--- src/rtl/lock_pkg.sv ---
package lock_pkg;

  localparam int NUM_COLOURS = 3;
  localparam int COL_W = $clog2(NUM_COLOURS);

  typedef logic [COL_W-1:0] colour_idx_t;

  // Colour line positions in the packed colour vector.
  localparam colour_idx_t COL_RED   = colour_idx_t'(0);
  localparam colour_idx_t COL_GREEN = colour_idx_t'(1);
  localparam colour_idx_t COL_BLUE  = colour_idx_t'(2);

  // Encoding order matters: the waiting states advance by increment.
  typedef enum logic [2:0] {
    ST_IDLE  = 3'd0,
    ST_ARMED = 3'd1,
    ST_GOT1  = 3'd2,
    ST_GOT2  = 3'd3,
    ST_GOT3  = 3'd4,
    ST_OPEN  = 3'd5
  } lock_state_e;

  typedef struct packed {
    logic                   press;
    logic [NUM_COLOURS-1:0] exact;
  } press_strobe_t;

  function automatic colour_idx_t expectedColour(lock_state_e s);
    case (s)
      ST_ARMED: return COL_RED;
      ST_GOT1:  return COL_BLUE;
      ST_GOT2:  return COL_GREEN;
      ST_GOT3:  return COL_RED;
      default:  return COL_RED;
    endcase
  endfunction

endpackage

--- src/rtl/lock_press_dp.sv ---
module lock_press_dp
  import lock_pkg::*;
(
  input  logic                   clk,
  input  logic                   rst,
  input  logic                   anyPress,
  input  logic [NUM_COLOURS-1:0] colours,
  output press_strobe_t          strobes
);

  localparam logic [NUM_COLOURS-1:0] ONE = NUM_COLOURS'(1);

  logic pressPrev;
  logic pressEdge;

  // Reset to 1 so a press held through reset is not seen as new.
  always_ff @(posedge clk) begin
    if (rst) pressPrev <= 1'b1;
    else     pressPrev <= anyPress;
  end

  assign pressEdge     = anyPress & ~pressPrev;
  assign strobes.press = pressEdge;

  for (genvar i = 0; i < NUM_COLOURS; i++) begin : g_exact
    assign strobes.exact[i] = pressEdge && (colours == (ONE << i));
  end

  AST_EDGE_ONLY: assert property (@(posedge clk) disable iff (rst)
    strobes.press |-> !$past(anyPress));

endmodule

--- src/rtl/lock_ctrl.sv ---
module lock_ctrl
  import lock_pkg::*;
(
  input  logic          clk,
  input  logic          rst,
  input  logic          startBtn,
  input  press_strobe_t strobes,
  output lock_state_e   state,
  output logic          unlock
);

  lock_state_e stateNext;
  colour_idx_t expIdx;
  logic        inWaitColour;
  logic        hitExpected;

  assign expIdx       = expectedColour(state);
  assign inWaitColour = (state == ST_ARMED) || (state == ST_GOT1) ||
                        (state == ST_GOT2)  || (state == ST_GOT3);
  assign hitExpected  = strobes.exact[expIdx];

  // Guards per waiting state: !press | press&exact | press&!exact,
  // pairwise disjoint and jointly complete.
  always_comb begin
    stateNext = state;
    case (state)
      ST_IDLE:  stateNext = startBtn ? ST_ARMED : ST_IDLE;
      ST_ARMED, ST_GOT1, ST_GOT2, ST_GOT3: begin
        if (!strobes.press)   stateNext = state;
        else if (hitExpected) stateNext = lock_state_e'(state + 3'd1);
        else                  stateNext = ST_IDLE;
      end
      ST_OPEN:  stateNext = ST_IDLE;
      default:  stateNext = ST_IDLE;
    endcase
  end

  always_ff @(posedge clk) begin
    if (rst) state <= ST_IDLE;
    else     state <= stateNext;
  end

  assign unlock = (state == ST_OPEN);

  AST_IDLE_STAY: assert property (@(posedge clk) disable iff (rst)
    (state == ST_IDLE && !startBtn) |=> state == ST_IDLE);
  AST_IDLE_GO: assert property (@(posedge clk) disable iff (rst)
    (state == ST_IDLE && startBtn) |=> state == ST_ARMED);
  AST_NO_PRESS_HOLD: assert property (@(posedge clk) disable iff (rst)
    (inWaitColour && !strobes.press) |=> $stable(state));
  AST_MISS_ABORT: assert property (@(posedge clk) disable iff (rst)
    (inWaitColour && strobes.press && !hitExpected) |=> state == ST_IDLE);
  AST_PULSE_ONE: assert property (@(posedge clk) disable iff (rst)
    unlock |=> (!unlock && state == ST_IDLE));
  AST_OPEN_PATH: assert property (@(posedge clk) disable iff (rst)
    $rose(unlock) |-> $past(state) == ST_GOT3);

endmodule

--- src/rtl/button_code_lock.sv ---
module button_code_lock
  import lock_pkg::*;
(
  input  logic clk,
  input  logic rst,
  input  logic startBtn,
  input  logic anyPress,
  input  logic redBtn,
  input  logic greenBtn,
  input  logic blueBtn,
  output logic unlockDoor
);

  logic [NUM_COLOURS-1:0] colourVec;
  press_strobe_t          strobes;
  lock_state_e            state;

  always_comb begin
    colourVec            = '0;
    colourVec[COL_RED]   = redBtn;
    colourVec[COL_GREEN] = greenBtn;
    colourVec[COL_BLUE]  = blueBtn;
  end

  lock_press_dp u_dp (
    .clk      (clk),
    .rst      (rst),
    .anyPress (anyPress),
    .colours  (colourVec),
    .strobes  (strobes)
  );

  lock_ctrl u_ctrl (
    .clk      (clk),
    .rst      (rst),
    .startBtn (startBtn),
    .strobes  (strobes),
    .state    (state),
    .unlock   (unlockDoor)
  );

  AST_MULTI_NEVER_OPENS: assert property (@(posedge clk) disable iff (rst)
    (strobes.press && $countones(colourVec) > 1) |=> !unlockDoor);
  AST_START_IGNORED: assert property (@(posedge clk) disable iff (rst)
    (state != ST_IDLE && state != ST_OPEN && !strobes.press) |=> $stable(state));

endmodule

--- config.mk ---
export PLATFORM = sky130hd
export DESIGN_NAME = button_code_lock
export DESIGN_NICKNAME = d
export VERILOG_FILES = /design/src/rtl/lock_pkg.sv /design/src/rtl/lock_press_dp.sv /design/src/rtl/lock_ctrl.sv /design/src/rtl/button_code_lock.sv
export SDC_FILE = /design/constraint.sdc
export NUM_CORES = 1
export LEC_CHECK = 0
export ABC_AREA = 1
export ABC_CLOCK_PERIOD_IN_PS = 1700
export BUFFER_PORTS_ARGS = -buffer_cell sky130_fd_sc_hd__buf_2
export CORE_AREA = 3 3 40 42
export CTS_BUF_LIST = sky130_fd_sc_hd__clkbuf_16
export CTS_CLUSTER_DIAMETER = 30
export CTS_CLUSTER_SIZE = 12
export DETAILED_ROUTE_END_ITERATION = 8
export DIE_AREA = 0 0 43 45
export PLACE_DENSITY = 0.43
export SLEW_MARGIN = 20
export SYNTH_ARGS = -nofsm -noshare
export SYNTH_HDL_FRONTEND = slang
export SYNTH_SLANG_ARGS = --single-unit
--- constraint.sdc ---
create_clock -name clk -period 1.7 [get_ports clk]
set_input_delay 0.085 -clock clk [delete_from_list [all_inputs] [get_ports clk]]
set_output_delay 0.085 -clock clk [all_outputs]
set_load 0.02 [all_outputs]
==> impl_metrics.csv <==
group,metric,value,unit
final_layout,final_core_util,39.1,%
sta,slew-limit-headroom,85.8,%
power,ir_drop,0.683,mV
cts,cts_resized,0,
yosys,syn_area_per_cell,6.80,um^2
worst_hold_path,hp-start,"rst",
die,die_h,45,um
final_layout,final_cells,80,
drt,drc,0,
setup_path,ff2ff_path_depth,9,
final_layout,n_antenna_cell,0,
cts,root_buffer,"clkbuf_16",
sta,setup_ws,0.306,ns
sta,maxSlewViolCount,0,
placed_design,gp_congestion,0.735,
yosys,synth_flop_cell,"dfxtp_1",
global_routing,grt_usage,10.1,%
worst_hold_path,whs_path_depth,2,
yosys,syn_inst,55,
setup_path,rr_endpoint,"u_ctrl.state[0]",
die,die_area,1940,um^2
power,p_leak,0.000266,uW
global_routing,grt_pass1_vias,300,
final_layout,layout-drive-gt1-share,30.8,%
global_routing,grt.overflow.total,0,
yosys,synthArstFlopShare,0,%
sta,fmax,717,MHz
placed_design,hpwl,553,um
setup_path,r2r_slack,0.31,ns
sta,setup_tns,0,ns
sta,hold_viol,0,
setup_path,cp_max_fo,4,
sta,fin_skew,0.00139,ns
yosys,yosys.area.top_type,"dfxtp_1",
final_layout,n_fill_cell,145,
placed_design,pre_cts_ws,0.298,ns
cts,htreeDepth,1,
setup_path,required,1.86,ns
sta,fin_crit_sh,82.0,%
cts,cts-hold-fix-buffers,0,
setup_path,worstSetupPathType,"flop to flop",
die,rows,13,
drt,via_per_inst,4.23,
die,start_util,29.1,%
worst_hold_path,min_to,"u_ctrl.state[1]",
power,powerDensity,1030,nW/um^2
drt,drt_wl_total,687,um
sta,worstMarginPinSlew,0.212,ns
yosys,yosys_warnings,0,
cts,clkSinkCount,4,
yosys,synth_commonest_cells,"inv_1, nand2_1, ha_1, nand3_1, nor2_1",
yosys,ys_seq_area_share,21.4,%
yosys,ys_types,16,
die,num_io_pins,8,
setup_path,timing.rr.start,"u_ctrl.state[0]",
setup_path,slowest_stage,"dfxtp_1",
status,status,"complete, no violations",
cts,numCtsBuffers,3,
global_routing,grt_pass1_wl,1.21,mm
yosys,syn_area,374,um^2
cts,path_clk_slew,0.03,ns
yosys,synth_area_leaders,"dfxtp_1, ha_1, inv_1, nand2_1, nand3_1",
drt,drtIter0Drc,0,
cts,clock_latency,0.23,ns
cts,cts_buffer_depth,2,
drt,wl_per_cell,8.59,um
job,max_cap_viol_count,0,
setup_path,crit_arrival,1.55,ns
yosys,synth_seq_cells,4,
setup_path,cp_top_family,"adder cells",
drt,drt_pass1_iterations,1,
yosys,synth-edff-count,0,
final_layout,area_delta_synth_final,34.4,%
drt,num_vias,338,
power,total_power,519,uW
setup_path,crit_path_end_kind,"flop",
placed_design,port_buffers,7,
global_routing,antenna_found_initial,0,
global_routing,grt_max_degree,6,
placed_design,dp.cells,77,
die,core,1280,um^2
cts,postCtsSetupRepairBufs,0,
yosys,syn-num-nets,68,
final_layout,multiInputGateArea,236,um^2
final_layout,regArea,80.1,um^2
setup_path,critical_path.cell_chain,"ha_1, ha_1, inv_1, nand2_1, nand2_1, nand3_1, nand2_2, nand3_1, a21oi_2",
sta,rsz0062_at_grt,"false",
setup_path,path_buf_inv,1,
worst_hold_path,hold_class,"input pin to flop",
setup_path,cpPeakStageDelay,0.34,ns
yosys,synth_top_area_share,21.4,%
drt,detail-route-antenna-nets,0,
setup_path,start_kind,"flop",
cts,tritoncts,"yes",
yosys,yosysMostFrequentCell,"inv_1",
die,die_w,43,um
sta,setup_viol,0,
sta,layout_min_cycle_time,1.39,ns
final_layout,nets,80,
[kinds of logic (layout without fill, tap and decap cells)]
group           after synthesis  count (layout)  share of synthesized area (%)
flops                         4               4                           21.4
buf+inv                      14              24                           15.4
compound gates                5               5                           9.70
fa+ha+maj                     6               6                           20.1
simple gates                 26              26                           33.4
[layer usage]
metal	vias to the layer above	share of wire, %	global-route usage [%]
met5	-	0	0
met4	0	7.1	14.5
met3	4	7.7	6.77
met2	7	37	11.7
met1	141	48	9.86
li1	186	-	-
[sequential cells by signal, summed over array words and instances (netlist names)]
name	flops
u_dp.pressPrev	1
u_ctrl.state	3
[through the flow]
step,area (um^2),hold slack [ns]
2_1_floorplan,374,0.154
3_3_place_gp,428,0.273
6_report,503,0.0465
4_1_cts,503,0.0429
5_1_grt,503,0.0457
3_5_place_dp,428,0.278
[cell usage in the layout, fill, tap and decap left out]
cell | Yosys | routed
a21oi_1 | 2 | 2
a21oi_2 | 2 | 2
buf_2 | 0 | 7
clkbuf_16 | 0 | 3
clkinv_4 | 1 | 1
dfxtp_1 | 4 | 4
ha_1 | 6 | 6
inv_1 | 12 | 12
inv_2 | 1 | 1
nand2_1 | 10 | 10
nand2_2 | 2 | 2
nand3_1 | 5 | 5
nand3_2 | 1 | 1
nand4_1 | 1 | 1
nor2_1 | 5 | 5
nor2_2 | 1 | 1
o21ai_2 | 1 | 1
or2_4 | 1 | 1
[power by group]
group / internal, uW / total [uW] / switching [uW]
sequential: 98.6 / 102 / 3.69
clock: 301 / 368 / 67.7
combinational: 20.3 / 48.9 / 28.5
[area by class of cell]
type	instances	share of cell area, %
clock buffers	3	14.9
inverters	14	11.4
multi-input cells	37	47.0
flip-flops and latches	4	15.9
well taps	15	3.73
repair buffers	7	6.97
[worst max-delay path by stage]
stage / start / endpoint / slack, ns / cells past startpoint
after floorplan: u_ctrl.state[0] / u_ctrl.state[0] / 0.43 / 9
after global placement: u_ctrl.state[0] / u_ctrl.state[0] / 0.31 / 7
after detailed placement: u_ctrl.state[0] / u_ctrl.state[0] / 0.30 / 9
after CTS: u_ctrl.state[0] / u_ctrl.state[0] / 0.29 / 9
after global routing: u_ctrl.state[0] / u_ctrl.state[2] / 0.19 / 8
final: u_ctrl.state[0] / u_ctrl.state[0] / 0.31 / 9
No activity file was read; power rests on OpenSTA's default activity.
